--- src/rtl/irq_vc_pkg.sv ---
package irq_vc_pkg;
  localparam int NLINES = 6;
  localparam int NSRC   = 8;
  localparam int ID_W   = $clog2(NLINES);
  localparam int PRIO_W = 6;
  localparam int NGRP   = NLINES / 2;

  typedef logic [ID_W-1:0]   id_t;
  typedef id_t [NLINES-1:0]  rank_t;

  // rank[0] is the highest-priority line for a given code.
  function automatic rank_t rank_of(input logic [PRIO_W-1:0] code);
    rank_t      r;
    logic [1:0] grp [NGRP];
    logic       fallback;
    logic       swp;
    fallback = 1'b0;
    grp[0] = 2'd0; grp[1] = 2'd1; grp[2] = 2'd2;
    case (code[2:0])
      3'd1: begin grp[0] = 2'd0; grp[1] = 2'd1; grp[2] = 2'd2; end
      3'd2: begin grp[0] = 2'd0; grp[1] = 2'd2; grp[2] = 2'd1; end
      3'd3: begin grp[0] = 2'd1; grp[1] = 2'd0; grp[2] = 2'd2; end
      3'd4: begin grp[0] = 2'd1; grp[1] = 2'd2; grp[2] = 2'd0; end
      3'd5: begin grp[0] = 2'd2; grp[1] = 2'd0; grp[2] = 2'd1; end
      3'd6: begin grp[0] = 2'd2; grp[1] = 2'd1; grp[2] = 2'd0; end
      default: fallback = 1'b1;
    endcase
    for (int gi = 0; gi < NGRP; gi++) begin
      swp = code[3 + int'(grp[gi])];
      r[2*gi]   = id_t'({grp[gi],  swp});
      r[2*gi+1] = id_t'({grp[gi], ~swp});
    end
    if (fallback) begin
      for (int i = 0; i < NLINES; i++) r[i] = id_t'(i);
    end
    return r;
  endfunction
endpackage

--- src/rtl/irq_req_bank.sv ---
module irq_req_bank
  import irq_vc_pkg::*;
(
  input  logic              clk,
  input  logic              rst_n,
  input  logic [NSRC-1:0]   src_evt,
  input  logic              wr_req,
  input  logic              wr_mask,
  input  logic              wr_prio,
  input  logic [7:0]        wdata,
  input  logic              grant,
  input  id_t               grant_line,
  output logic [NLINES-1:0] req_q,
  output logic [NLINES-1:0] mask_q,
  output logic              gie_q,
  output logic [PRIO_W-1:0] prio_q
);
  logic [NSRC-1:0]   src_q;
  logic [NSRC-1:0]   src_edge;
  logic [NLINES-1:0] line_set;
  logic [NLINES-1:0] grant_clr;
  logic [NLINES-1:0] req_n;
  logic [NLINES-1:0] mask_n;
  logic              gie_n;
  logic              req_en;
  logic              mask_en;
  logic              unused_wbits;

  assign unused_wbits = ^wdata[6];
  assign src_edge = src_evt & ~src_q;

  // Eight sources folded onto six lines.
  assign line_set[0] = src_edge[0];
  assign line_set[1] = src_edge[1];
  assign line_set[2] = src_edge[2];
  assign line_set[3] = src_edge[3] | src_edge[4];
  assign line_set[4] = src_edge[5] | src_edge[6];
  assign line_set[5] = src_edge[7];

  assign grant_clr = grant ? (NLINES'(1) << grant_line) : '0;

  always_comb begin
    req_n = req_q;
    if (wr_req) req_n = wdata[NLINES-1:0];
    req_n = (req_n & ~grant_clr) | line_set;
  end
  assign req_en = wr_req | grant | (|line_set);

  always_comb begin
    mask_n = mask_q;
    gie_n  = gie_q;
    if (wr_mask) begin
      mask_n = wdata[NLINES-1:0];
      gie_n  = wdata[7];
    end
    if (grant) gie_n = 1'b0;
  end
  assign mask_en = wr_mask | grant;

  always_ff @(posedge clk or negedge rst_n) begin
    if (!rst_n) begin
      src_q  <= '0;
      req_q  <= '0;
      mask_q <= '0;
      gie_q  <= 1'b0;
      prio_q <= '0;
    end else begin
      src_q <= src_evt;
      if (req_en)  req_q <= req_n;
      if (mask_en) begin
        mask_q <= mask_n;
        gie_q  <= gie_n;
      end
      if (wr_prio) prio_q <= wdata[PRIO_W-1:0];
    end
  end

  // a hardware edge always leaves its bit set, whatever else happened.
  p_hw_wins_r3: assert property (@(posedge clk) disable iff (!rst_n)
    (|line_set) |=> ((req_q & $past(line_set)) == $past(line_set)));

  // the granted bit drops unless a fresh edge re-raised it.
  p_grant_drops_req_r6: assert property (@(posedge clk) disable iff (!rst_n)
    (grant && !line_set[grant_line]) |=> !req_q[$past(grant_line)]);
endmodule

--- src/rtl/irq_prio_sel.sv ---
module irq_prio_sel
  import irq_vc_pkg::*;
(
  input  logic [NLINES-1:0] elig,
  input  logic [PRIO_W-1:0] code,
  output logic              any,
  output id_t               win
);
  rank_t rank;
  logic  found;

  assign rank = rank_of(code);
  assign any  = |elig;

  always_comb begin
    win   = '0;
    found = 1'b0;
    for (int i = 0; i < NLINES; i++) begin
      if (!found && elig[rank[i]]) begin
        win   = rank[i];
        found = 1'b1;
      end
    end
  end
endmodule

--- src/rtl/irq_ack_seq.sv ---
module irq_ack_seq
  import irq_vc_pkg::*;
#(
  parameter int TOTAL    = 57,
  parameter int OFS_PCLO = 16,
  parameter int OFS_PCHI = 32,
  parameter int OFS_FLG  = 48,
  parameter int OFS_VHI  = 52,
  parameter int OFS_VLO  = 56,
  parameter int VEC_W    = 8
) (
  input  logic             clk,
  input  logic             rst_n,
  input  logic             start,
  input  id_t              start_id,
  output logic             busy,
  output id_t              id_q,
  output logic [VEC_W-1:0] vec_addr,
  output logic             push_pc_lo,
  output logic             push_pc_hi,
  output logic             push_flags,
  output logic             fetch_vec_hi,
  output logic             fetch_vec_lo,
  output logic             done
);
  localparam int CNT_W = $clog2(TOTAL + 1);

  logic [CNT_W-1:0] cnt_q;
  logic [CNT_W-1:0] cnt_n;
  logic             cnt_en;

  assign busy = (cnt_q != '0);

  always_comb begin
    cnt_n = cnt_q;
    if (start)                             cnt_n = CNT_W'(1);
    else if (cnt_q == CNT_W'(TOTAL))       cnt_n = '0;
    else if (busy)                         cnt_n = cnt_q + CNT_W'(1);
  end
  assign cnt_en = start | busy;

  always_ff @(posedge clk or negedge rst_n) begin
    if (!rst_n) begin
      cnt_q <= '0;
      id_q  <= '0;
    end else begin
      if (cnt_en) cnt_q <= cnt_n;
      if (start)  id_q  <= start_id;
    end
  end

  assign push_pc_lo   = (cnt_q == CNT_W'(OFS_PCLO));
  assign push_pc_hi   = (cnt_q == CNT_W'(OFS_PCHI));
  assign push_flags   = (cnt_q == CNT_W'(OFS_FLG));
  assign fetch_vec_hi = (cnt_q == CNT_W'(OFS_VHI));
  assign fetch_vec_lo = (cnt_q == CNT_W'(OFS_VLO));
  assign done         = (cnt_q == CNT_W'(TOTAL));

  assign vec_addr = VEC_W'({id_q, 1'b0}) | VEC_W'(fetch_vec_lo);

  // at most one phase strobe per cycle.
  p_one_phase_r7: assert property (@(posedge clk) disable iff (!rst_n)
    $onehot0({push_pc_lo, push_pc_hi, push_flags, fetch_vec_hi, fetch_vec_lo, done}));

  // the sequence ends right after done.
  p_done_ends_r7: assert property (@(posedge clk) disable iff (!rst_n)
    done |=> !busy);

  // low vector byte sits at the odd address, high byte at the even one.
  p_vec_parity_r8: assert property (@(posedge clk) disable iff (!rst_n)
    (fetch_vec_lo |-> vec_addr[0]) and (fetch_vec_hi |-> !vec_addr[0]));

  // no restart while running.
  p_no_restart_r9: assert property (@(posedge clk) disable iff (!rst_n)
    start |-> !busy);
endmodule

--- src/rtl/irq_vector_ctrl.sv ---
module irq_vector_ctrl
  import irq_vc_pkg::*;
#(
  parameter int TOTAL    = 57,
  parameter int OFS_PCLO = 16,
  parameter int OFS_PCHI = 32,
  parameter int OFS_FLG  = 48,
  parameter int OFS_VHI  = 52,
  parameter int OFS_VLO  = 56,
  parameter int VEC_W    = 8
) (
  input  logic             clk,
  input  logic             rst_n,
  input  logic [NSRC-1:0]  src_evt,
  input  logic             reg_wr,
  input  logic [1:0]       reg_sel,
  input  logic [7:0]       reg_wdata,
  output logic [7:0]       reg_rdata,
  input  logic             insn_end,
  output logic             busy,
  output logic [ID_W-1:0]  grant_id,
  output logic [VEC_W-1:0] vec_addr,
  output logic             push_pc_lo,
  output logic             push_pc_hi,
  output logic             push_flags,
  output logic             fetch_vec_hi,
  output logic             fetch_vec_lo,
  output logic             done
);
  logic [1:0]        rs_q;
  logic              rst_n_s;
  logic [NLINES-1:0] req_q;
  logic [NLINES-1:0] mask_q;
  logic              gie_q;
  logic [PRIO_W-1:0] prio_q;
  logic [NLINES-1:0] elig;
  logic              any_elig;
  id_t               win_id;
  id_t               id_q;
  logic              grant;

  // Asynchronous assert, synchronous release.
  always_ff @(posedge clk or negedge rst_n) begin
    if (!rst_n) rs_q <= 2'b00;
    else        rs_q <= {rs_q[0], 1'b1};
  end
  assign rst_n_s = rs_q[1];

  irq_req_bank u_bank (
    .clk        (clk),
    .rst_n      (rst_n_s),
    .src_evt    (src_evt),
    .wr_req     (reg_wr && reg_sel == 2'd0),
    .wr_mask    (reg_wr && reg_sel == 2'd1),
    .wr_prio    (reg_wr && reg_sel == 2'd2),
    .wdata      (reg_wdata),
    .grant      (grant),
    .grant_line (win_id),
    .req_q      (req_q),
    .mask_q     (mask_q),
    .gie_q      (gie_q),
    .prio_q     (prio_q)
  );

  assign elig = req_q & mask_q & {NLINES{gie_q}};

  irq_prio_sel u_sel (
    .elig (elig),
    .code (prio_q),
    .any  (any_elig),
    .win  (win_id)
  );

  assign grant = insn_end & any_elig & ~busy;

  irq_ack_seq #(
    .TOTAL(TOTAL), .OFS_PCLO(OFS_PCLO), .OFS_PCHI(OFS_PCHI), .OFS_FLG(OFS_FLG),
    .OFS_VHI(OFS_VHI), .OFS_VLO(OFS_VLO), .VEC_W(VEC_W)
  ) u_seq (
    .clk          (clk),
    .rst_n        (rst_n_s),
    .start        (grant),
    .start_id     (win_id),
    .busy         (busy),
    .id_q         (id_q),
    .vec_addr     (vec_addr),
    .push_pc_lo   (push_pc_lo),
    .push_pc_hi   (push_pc_hi),
    .push_flags   (push_flags),
    .fetch_vec_hi (fetch_vec_hi),
    .fetch_vec_lo (fetch_vec_lo),
    .done         (done)
  );

  assign grant_id = id_q;

  always_comb begin
    case (reg_sel)
      2'd0:    reg_rdata = 8'(req_q);
      2'd1:    reg_rdata = {gie_q, 1'b0, mask_q};
      2'd2:    reg_rdata = 8'(prio_q);
      default: reg_rdata = '0;
    endcase
  end

  // the selector only ever picks an eligible line.
  p_grant_eligible_r4: assert property (@(posedge clk) disable iff (!rst_n_s)
    grant |-> (elig[win_id] && gie_q && mask_q[win_id]));

  // a grant shuts the global enable.
  p_grant_clears_gie_r6: assert property (@(posedge clk) disable iff (!rst_n_s)
    grant |=> !gie_q);
endmodule

--- config.mk ---
export PLATFORM = sky130hd
export DESIGN_NAME = irq_vector_ctrl
export DESIGN_NICKNAME = d
export VERILOG_FILES = /design/src/rtl/irq_vc_pkg.sv /design/src/rtl/irq_req_bank.sv /design/src/rtl/irq_prio_sel.sv /design/src/rtl/irq_ack_seq.sv /design/src/rtl/irq_vector_ctrl.sv
export SDC_FILE = /design/constraint.sdc
export NUM_CORES = 1
export LEC_CHECK = 0
export BUFFER_PORTS_ARGS = -buffer_cell sky130_fd_sc_hd__clkbuf_2
export CAP_MARGIN = 5
export CORE_MARGIN = 1
export CORE_UTILIZATION = 55
export CTS_CLUSTER_SIZE = 8
export DETAILED_ROUTE_END_ITERATION = 10
export GPL_TIMING_DRIVEN = 0
export PLACE_DENSITY = 0.85
export SETUP_SLACK_MARGIN = 0.2
export SYNTH_ARGS = -nofsm -noshare
export SYNTH_HDL_FRONTEND = slang
export SYNTH_HIERARCHICAL = 1
export SYNTH_SLANG_ARGS = --single-unit
--- constraint.sdc ---
create_clock -name clk -period 3.45 [get_ports clk]
set_input_delay 0 -clock clk [delete_from_list [all_inputs] [get_ports clk]]
set_output_delay 0 -clock clk [all_outputs]
set_load 0.005 [all_outputs]
==> Word-level counts from Yosys, hierarchy flattened <==
Index checks and enable logic that the tools add are counted.
{ "totals": {"ff_bits": 38, "inputBits": 22, "out_inout_bits": 26, "word_cells": 121} }
{ "classes": {"addsub": 4, "magnitude_cmp": 9, "eq_ne": 14, "n_shift": 1, "n_mux": 42, "bitwise": 20, "n_reduce_logical": 23} }
{ "ops": {"columns": ["op", "count"], "rows": [
  ["$lt A32 B5 Y1 const B", 3],
  ["$eq A6 B6 Y1 const B", 5],
  ["$mux W6", 5],
  ["$pmux W6 S5", 1],
  ["$bmux W1 S3", 9],
  ["$lt A3 B4 Y1 const B", 6],
  ["$pmux W8 S3", 1],
  ["$mux W1", 19],
  ["$and A6 B6 Y6", 3],
  ["$mux W18", 1],
  ["$mux W3", 6],
  ["$reduce_or A6 Y1", 3],
  ["$add A2 B2 Y3 const A", 3],
  ["$eq A3 B3 Y1 const B", 3],
  ["$and A8 B8 Y8", 1],
  ["$logic_and A1 B1 Y1", 8],
  ["$not A8 Y8", 1],
  ["$add A6 B1 Y6 const B", 1],
  ["$eq A3 B2 Y1 const B", 2],
  ["$eq A6 B5 Y1 const B", 1],
  ["$not A6 Y6", 1],
  ["$or A1 B1 Y1", 6],
  ["$or A6 B6 Y6", 1],
  ["$reduce_and A2 Y1", 3],
  ["other kinds (12)", 20]
]} }

==> Logic depth before layout (Yosys ltp) <==
Gate-level depths: netlist of the first run.
{ "depth": {"ltp_word": 31, "mapped_depth": 21, "ltp_nobuf": 19} }

==> Hierarchy <==
The synthesis of the first run kept the hierarchy.
{ "modules_own_cells": {"columns": ["module", "instances", "cells_each", "area_per_inst_um2", "seq_area_each_um2"], "rows": [
  ["irq_req_bank", 1, 70, 1069.8, 675.6],
  ["irq_prio_sel", 1, 152, 1003.5, 0.0],
  ["irq_ack_seq", 1, 67, 636.9, 225.2],
  ["irq_vector_ctrl", 1, 32, 286.5, 50.0]
]} }

==> Worst setup path before layout of the first run <==
Ideal clock, no wire load.
{ "synth_path": {"kind": "reg-to-reg", "startpoint": "register u_bank.prio_q[0]", "endpoint": "register u_bank.req_q[4]", "setup_time_ns": 0.086, "arrival_ns": 4.185, "t_required_ns": 3.364, "setup_slack_ns": -0.821, "stages_incl_launch_ff": 22, "n_path_buf": 3, "period_less_slack_ns": 4.271, "path_cell_list": "dfrtp_1 -> buf_4 -> buf_2 -> nand2_1 -> o21ai_1 -> inv_1 -> ha_1 -> buf_2 -> nand3b_1 -> o22ai_1 -> inv_1 -> ha_1 -> nand2b_1 -> a21oi_1 -> o211ai_1 -> nand2_2 -> mux2_2 -> o22ai_1 -> o2bb2ai_1 -> mux2i_1 -> and4bb_1 -> o221ai_2"} }
{ "synth_between": {"elab_chain_cells": 30, "word_cells_on_any_way": 62, "classes_between": "3 x add/sub; 6 x eq/ne; 1 x shift; 35 x mux; 6 x bitwise; 11 x reduce/logical"} }
{ "synth_rtl": {"columns": ["element", "line_no", "text"], "rows": [
  ["start: declaration", "irq_req_bank.sv:16", "output logic [PRIO_W-1:0] prio_q"],
  ["start signal: assignment", "irq_req_bank.sv:74", "if (wr_prio) prio_q <= wdata[PRIO_W-1:0];"],
  ["$eq A3 B3 Y1 or $eq A3 B2 Y1 (tied branches)", "irq_vc_pkg.sv:19", "case (code[2:0])"],
  ["$pmux W6 S5", "irq_vc_pkg.sv:19", null],
  ["$add A2 B2 Y3", "irq_vc_pkg.sv:29", "swp = code[3 + int'(grp[gi])];"],
  ["$bmux W1 S3", "irq_vc_pkg.sv:29", null],
  ["$mux W1 (implied by the code) (2 in a row)", "irq_vc_pkg.sv:29", null],
  ["$mux W18 *", "irq_vc_pkg.sv:33", "if (fallback) begin"],
  ["$bmux W1 S3", "irq_prio_sel.sv:19", "if (!found && elig[rank[i]]) begin"],
  ["$mux W1 (implied by the code)", "irq_prio_sel.sv:19", null],
  ["[14 not listed]", null, null],
  ["$logic_and A1 B1 Y1", "irq_prio_sel.sv:19", null],
  ["$mux W3 *", "irq_prio_sel.sv:19", null],
  ["net win_id[1]", "irq_vector_ctrl.sv:38", "id_t win_id;"],
  ["$shl A1 B3 Y6 *", "irq_req_bank.sv:40", "assign grant_clr = grant ? (NLINES'(1) << grant_line) : '0;"],
  ["$mux W6 *", "irq_req_bank.sv:40", null],
  ["$not A6 Y6 *", "irq_req_bank.sv:45", "req_n = (req_n & ~grant_clr) | line_set;"],
  ["$and A6 B6 Y6 *", "irq_req_bank.sv:45", null],
  ["$or A6 B6 Y6 *", "irq_req_bank.sv:45", null],
  ["end signal: assignment", "irq_req_bank.sv:69", "if (req_en) req_q <= req_n;"],
  ["end: declaration", "irq_req_bank.sv:13", "output logic [NLINES-1:0] req_q,"]
]} }
Mark *: on every way through the listed nets, which the timed path passes. The rest lies on a longest branch. The select of a mux whose other input is x is not followed.
A chain may end at the register's enable or synchronous reset.

==> Worst setup path in the final report of the first run <==
{ "layout_path": {"startpoint": "register u_bank.prio_q[1]", "endpoint": "register u_bank.req_q[0]"} }
Same word-level chain as after synthesis.

==> summary.md, run 1 <==
| Metric | Value |
|---|---|
| Final WL | `9.61 mm` |
| CTS Buffer Depth | `2` |
| Root Driver | `clkbuf_8` |
| CP Class | `register to register` |
| Final Slew Violations | `0` |
| Die area | `between 5000 and 6000 µm²` |
| Die width | `about 76 µm` |
| Clock transition at the registers of the reported paths | `around 0.08 ns` |
| Startpoint types | `register` |
| Area delta synth->final | `33.4%` |
| PnR worst setup slack | `-0.829 ns` |
| Int Power | `about 0.0016 W` |
| Hold Slack | `0.0369 ns` |
| Final Cell Area | `roughly 4000 µm²` |
| Placed inst area | `roughly 3400 µm²` |
| Antenna violations before repair | `0` |
| CTS tree | `built` |
| Leak | `1.79 nW` |
| Final net count | `around 440` |
| Buffers on Ports | `41` |
| First-pass DRT Iterations | `6` |
| Comb power frac | `between 60% and 70%` |
| Max Cap Viol | `0` |
| Most common cell after layout, fill and taps aside | `clkbuf_2` |
| Initial Utilization | `between 50 and 60%` |
| Total number of yosys warnings | `6` |
| Initial DRC count | `260` |
| Cells after synthesis | `about 320` |
| Seq cells post-synth | `38` |
| # fillers | `between 300 and 400` |
| CTS H-tree depth | `2` |
| Number of cell rows | `26` |
| Gp weighted congestion | `slightly below 0.9` |
| Synth cell types | `approximately 70` |
| Top_reg_cell synth | `dfrtp_1` |
| N_diodes | `0` |
| Clock Sinks | `38` |
| DR vias/cell | `~6.2` |
| Detailed-route DRC error count | `0` |
| Place WS | `-0.999 ns` |
| Final clock skew | `approximately 0.0067 ns` |
| Peak VDD IR | `between 600 and 700 µV` |
| Cts bufs inserted | `5` |
| GRT Total Usage | `34.3%` |
| Power Dens Cells | `712 nW/µm²` |
| Setup violation total in the final timing report | `9` |
| Vias in the first global route | `slightly below 3000` |
| Post-synth EDFFs | `0` |
| Sequential Power Share | `a little under a quarter` |
| CP endpoint kind | `register` |
| Post-synth ARST share | `100%` |
| Endpoints failing hold | `0` |
| Hold WC Path Type | `primary input to async pin` |
| Finished Core Util | `between 70% and 80%` |
| Core area | `5170 µm²` |
| Routed wire per std cell | `about 20 µm` |
| Post-DP HPWL | `5.47 mm` |
| Largest net degree at the start of global routing | `20` |
| Worst-margin pin slew | `between 0.8 and 0.9 ns` |
| Register area share after synthesis | `a little under a third` |
| WP data arrival | `between 4 and 5 ns` |
| Crit-path max FO | `7` |
| Clock share of power | `~11%` |
| Switching pwr | `0.00126 W` |
| Setup repair after global routing missed its margin | `true` |
| Tmin final | `approximately 4.3 ns` |
| Slew headroom | `between 40% and 50%` |
| First-pass GRT wire length | `~14 mm` |
| Vias | `3012` |
| Worst Path Required | `about 3.6 ns` |
| Fin crit share | `124%` |
| Switch share | `between 40% and 50%` |
| Share of layout cells above drive strength 1 | `approximately two fifths` |
| Failing checks | `negative setup slack` |
| Maximum clock rate | `approximately 230 MHz` |
| Outcome | `complete, but fails checks` |
| Height of the die | `between 70 and 80 µm` |
| Post-route ant nets | `0` |
| # IOs | `48` |
| Syn avg cell area | `between 9 and 10 µm²` |
| Post-synthesis cell area | `around 3000 µm²` |
| FF-to-FF path depth | `21` |
| Clock Latency Late Sink | `0.28 ns` |
| GRT overflow | `0` |
| Commonest non-fill, non-tap cells in the layout | `clkbuf_2 (41), dfrtp_1 (36), buf_4 (32), nor2_1 (24), inv_1 (21)` |
critical path, stage by stage (launching register included):
cell and delay (ns):
dfrtp_1 0.44, buf_6 0.15, nand2b_4 0.15, o21ai_4 0.15, inv_2 0.08, ha_4 0.18
buf_6 0.11, nand3b_1 0.20, o22ai_4 0.17, inv_2 0.07, ha_4 0.29, nand2b_4 0.13
a21oi_4 0.06, o211ai_1 0.27, buf_4 0.18, a21oi_2 0.04, nand3b_1 0.20, and4b_1 0.24
a311oi_2 0.28, nand3_2 0.24, nor4b_4 0.41, o22ai_2 0.11
repair_timing:
| item | 4_1_cts | 5_1_grt |
|---|---|---|
| gates cloned | 0 | 0 |
| setup buffers | 16 | 7 |
| hold buffers | 15 | 0 |
| hold endpoints to repair | 25 | 0 |
| endpoints found under the setup margin | 9 | 9 |
| pin swaps | 17 | 18 |
| gates resized for setup | 24 | 7 |
state kept, by name, indices dropped and copies added (netlist names):
register,count
u_seq/cnt_q,6
u_seq/id_q,3
u_bank/mask_q,6
u_bank/gie_q,1
rs_q,2
u_bank/src_q,8
u_bank/prio_q,6
u_bank/req_q,6
through the flow:
step | power [W] | TNS (ns) | std cells
2_1_floorplan | 0.00173 | -2.67 | 324
3_3_place_gp | 0.00200 | -6.81 | 435
3_5_place_dp | 0.00205 | -7.60 | 436
4_1_cts | 0.00262 | -5.03 | 475
5_1_grt | 0.00299 | -7.40 | 482
6_report | 0.00285 | -6.67 | 482
power groups by stage:
| stage | combinational, W | clock, W | sequential (W) |
|---|---|---|---|
| 2_1_floorplan | 0.00110 | 0 | 0.000630 |
| 3_3_place_gp | 0.00134 | 0 | 0.000656 |
| 3_5_place_dp | 0.00139 | 0 | 0.000662 |
| 4_1_cts | 0.00166 | 0.000311 | 0.000649 |
| 5_1_grt | 0.00198 | 0.000337 | 0.000673 |
| 6_report | 0.00187 | 0.000314 | 0.000664 |
worst paths after layout:
check | start | slack (ns) | to
min in group clk | reg_wdata[3] | 0.04 | u_bank/mask_q[3]
min | rst_n | 0.04 | rs_q[1]
max in group asynchronous | rs_q[1] | 2.52 | u_bank/prio_q[0]
max reg2reg | u_bank/prio_q[1] | -0.83 | u_bank/req_q[0]
min reg2reg | rs_q[1] | 0.36 | u_bank/req_q[0]
max | u_bank/prio_q[1] | -0.83 | u_bank/req_q[0]
kinds of logic (layout without fill, tap and decap cells):
kind of cell	count (synthesis)	after routing	synth area share [%]
DFF	38	38	31.7
other	3	6	0.376
and+or+nand+nor	109	109	22.0
buffers and inverters	48	136	9.69
adders and majority gates	6	6	2.51
muxes	37	37	13.2
AOI/OAI and AO/OA	78	78	19.9
xor gates and xnor gates	2	2	0.585
cell usage after synthesis, types with 2 or more instances:
cell type  instances  area [µm²]
o22ai_1            7        43.8
nand3b_1           2        15.0
buf_2              4        20.0
nand3_1            6        30.0
and4b_1            2        20.0
ha_1               6        75.1
o31ai_1            3        22.5
mux2i_1           19         190
nor3b_1            4        30.0
buf_4             12        90.1
or3_1              3        18.8
and4bb_1           3        37.5
a31oi_1            2        12.5
a311oi_1           2        17.5
and3b_2            3        30.0
xor2_1             2        17.5
nor2b_1            2        12.5
nand2_1           15        56.3
nand2b_1          10        62.6
and2b_1            2        15.0
nor3_1             7        35.0
a21boi_0           4        30.0
inv_1             23        86.3
o211ai_1           5        37.5
and3_1             7        43.8
o21ai_0            9        45.0
o21ai_1            2        10.0
o2bb2ai_1         10        87.6
mux2_2            16         180
a221oi_1           2        17.5
or2_2              2        12.5
or4_1              2        15.0
conb_1             3        11.3
dfrtp_1           38         951
a21o_1             2        15.0
nor2_1            26        97.6
buf_6              8        90.1
a21oi_1           12        60.1
layer usage:
layer | global-route usage (%) | routed length, µm | up-vias
met2 | 62.0 | 4970 | 197
li1 | - | - | 1340
met1 | 42.1 | 3760 | 1449
met4 | 11.5 | 228 | 0
met5 | 0 | 0 | -
met3 | 4.37 | 650 | 26
final cells by class:
cell class	count	area (µm²)	area share [%]
buffer	25	226	5.66
clock buffer	7	86.3	2.16
clock inverter	1	5.00	0.125
inverter	23	86.3	2.16
multi-input combinational	238	1990	49.8
sequential	38	953	23.8
tap	70	87.6	2.19
timing repair buffer	80	563	14.1
(Power assumes the default switching activity.)
==> run 2: changes to the inputs <==
--- a/config.mk
+++ b/config.mk
@@ -14,6 +14,7 @@
 export GPL_TIMING_DRIVEN = 0
 export PLACE_DENSITY = 0.85
 export SETUP_SLACK_MARGIN = 0.2
+export SKIP_CTS_REPAIR_TIMING = 1
 export SYNTH_ARGS = -nofsm -noshare
 export SYNTH_HDL_FRONTEND = slang
 export SYNTH_HIERARCHICAL = 1
==> run 2 against run 1 <==
The flow still finishes with violations (negative setup slack); maximum frequency shrank 4.2%; critical path depth is the same; via count shrank 1.1%; register-to-register slack lost 0.19 ns; sequential share of layout area grew 0.15 points; hold slack lost 0.028 ns; non-clock buffer count shrank 2; highest routed layer unchanged; clock power is essentially flat; largest power group unchanged.
==> summary.md, run 2 (synthesized netlist as in run 1, its figures left out) <==
| Metric | Value |
|---|---|
| CTS tree | `built` |
| Slew headroom | `44.6% (+1.2 points)` |
| Power Dens Cells | `701 nW/µm² (-1.6%)` |
| GR Layer Usage met3 | `4.23% (-0.13 points)` |
| Clock transition at the registers of the reported paths | `0.07 ns (about the same)` |
| Gp weighted congestion | `0.890 (unchanged)` |
| Vias in the first global route | `2423 (-17%)` |
| DR vias/cell | `6.21 (-0.65%)` |
| Endpoints failing hold | `0 (unchanged)` |
| Final WL | `9.54 mm (-0.67%)` |
| PnR worst setup slack | `-1.02 ns (-0.189 ns)` |
| Worst Path Required | `3.60 ns (about the same)` |
| # fillers | `305 (+0.99%)` |
| Finished Core Util | `76.8% (-0.48 points)` |
| Antenna violations before repair | `0 (unchanged)` |
| First-pass GRT wire length | `11.4 mm (-21%)` |
| Largest reg by FF count | `u_bank/src_q` |
| Peak VDD IR | `559 µV (-11%)` |
| WP data arrival | `4.61 ns (+0.17 ns)` |
| Finished Layout Cells | `480 (-0.41%)` |
| Worst-margin pin slew | `0.831 ns (-0.0173 ns)` |
| Post-route ant nets | `0 (unchanged)` |
| Die area | `5750 µm² (unchanged)` |
| Share of layout cells above drive strength 1 | `39.0% (+0.19 points)` |
| Setup violation total in the final timing report | `9 (unchanged)` |
| Met2 Resource Use GR | `46.1% (-16 points)` |
| Routed wire per std cell | `19.9 µm (-0.25%)` |
| GRT Total Usage | `26.4% (-8.0 points)` |
| Slowest cell on crit path | `dfrtp_1` |
| Largest register FFs | `8 (unchanged)` |
| Area of the multi-input gates | `1980 µm² (-0.57%)` |
| CP endpoint kind | `register` |
| CP max stage delay | `0.44 ns (about the same)` |
| Tmin final | `4.47 ns (+0.189 ns)` |
| Final net count | `437 (-0.46%)` |
| Die width | `75.8 µm (unchanged)` |
| Failing checks | `negative setup slack` |
| Startpoint types | `register` |
| Clock Sinks | `38 (unchanged)` |
| Number of cell rows | `26 (unchanged)` |
| Setup repair after global routing missed its margin | `true` |
| Crit-path max FO | `7 (unchanged)` |
| Maximum clock rate | `224 MHz (-4.2%)` |
| Cts bufs inserted | `5 (unchanged)` |
| Post-DP HPWL | `5.47 mm (unchanged)` |
| Crit-path leading delay family | `compound AO/OA/AOI/OAI gates` |
| Vias | `2980 (-1.1%)` |
| Initial DRC count | `263 (+1.2%)` |
| Commonest non-fill, non-tap cells in the layout | `clkbuf_2 (41), dfrtp_1 (36), buf_4 (31), nor2_1 (24), inv_1 (21)` |
| Hold Slack | `0.00913 ns (-0.0278 ns)` |
| Most common cell after layout, fill and taps aside | `clkbuf_2` |
| Buffers on Ports | `41 (unchanged)` |
| Crit-path cells | `buf_6, nand2b_4, o21ai_4, inv_2, ha_4, buf_6, nand3b_1, o22ai_4, inv_2, ha_4, nand2b_4, a21oi_4, o211ai_1, nand2_2, buf_4, mux2i_2, o22ai_4, o2bb2ai_4, a21o_2, nor4b_4, o22ai_1` |
| Final Slew Violations | `0 (unchanged)` |
| Height of the die | `75.8 µm (unchanged)` |
| M1 GR Usage | `34.3% (-7.9 points)` |
| Placed cells | `436 (unchanged)` |
| Largest net degree at the start of global routing | `20 (unchanged)` |
| CTS H-tree depth | `2 (unchanged)` |
| Leak | `1.78 nW (-0.53%)` |
| GRT overflow | `0 (unchanged)` |
| Sequential cell area | `953 µm² (unchanged)` |
| CTS Buffer Depth | `2 (unchanged)` |
| Detailed-route DRC error count | `0 (unchanged)` |
| Fin crit share | `129% (+5.5 points)` |
| Clock Latency Late Sink | `0.29 ns (about the same)` |
| GRT Max-Usage Layer | `met2` |
| Outcome | `complete, but fails checks` |
| # IOs | `48 (unchanged)` |
| Max Cap Viol | `0 (unchanged)` |
| Core area | `5170 µm² (unchanged)` |
| Initial Utilization | `57.9% (unchanged)` |
| Hold WC Path Type | `primary input to register` |
| Crit path buffers/inverters | `5 (unchanged)` |
| CP Class | `register to register` |
| Final clock skew | `0.00701 ns (+0.000274 ns)` |
| First-pass DRT Iterations | `5 (-1)` |
| N_diodes | `0 (unchanged)` |
| Root Driver | `clkbuf_8` |
| Area delta synth->final | `32.6%` |
==> run 2: cell type report <==
type	count	area share, %
inverters	23	2.17
multi-input cells	238	49.8
flip-flops and latches	38	24.0
repair buffers	78	13.7
well taps	70	2.20
clock buffers	7	2.17
plain buffers	25	5.79
clock inverters	1	0.126
==> run 2: report_power, final <==
part / leakage, nW / switching (W) / total [W] / internal [W]
combinational: 1.29 / 0.000967 / 0.00180 / 0.000834
sequential: 0.439 / 0.000126 / 0.000669 / 0.000543
clock: 0.0482 / 0.000153 / 0.000314 / 0.000161
total: 1.78 / 0.00125 / 0.00278 / 0.00154
==> run 2: final timing paths <==
| kind | startpoint | cells past startpoint | to | slack, ns |
|---|---|---|---|---|
| worst min register to register | rs_q[1] | 0 | u_bank/req_q[5] | 0.35 |
| worst max register to register | u_bank/prio_q[1] | 21 | u_bank/req_q[0] | -1.02 |
| worst min-delay path | reg_wdata[3] | 2 | u_bank/prio_q[3] | 0.009 |
| max in group asynchronous | rs_q[1] | 1 | u_bank/prio_q[2] | 2.53 |
| min in group asynchronous | rst_n | 2 | rs_q[1] | 0.04 |
| worst max-delay path | u_bank/prio_q[1] | 21 | u_bank/req_q[0] | -1.02 |
==> run 2: metal layers <==
layer	routed length, µm	part of all wire, %
met1	3860	40
met2	4920	52
met3	528	5.5
met4	232	2.4
met5	0	0
==> run 2: metrics by stage <==
step	worst slack [ns]	power, W	setup TNS (ns)	cell area (µm²)
6_report	-1.02	0.00278	-8.08	3970
5_1_grt	-1.11	0.00292	-9.11	3970
4_1_cts	-1.13	0.00237	-7.96	3510
3_5_place_dp	-0.999	0.00205	-7.60	3420
3_3_place_gp	-0.953	0.00200	-6.81	3390
2_1_floorplan	-0.401	0.00173	-2.67	3100
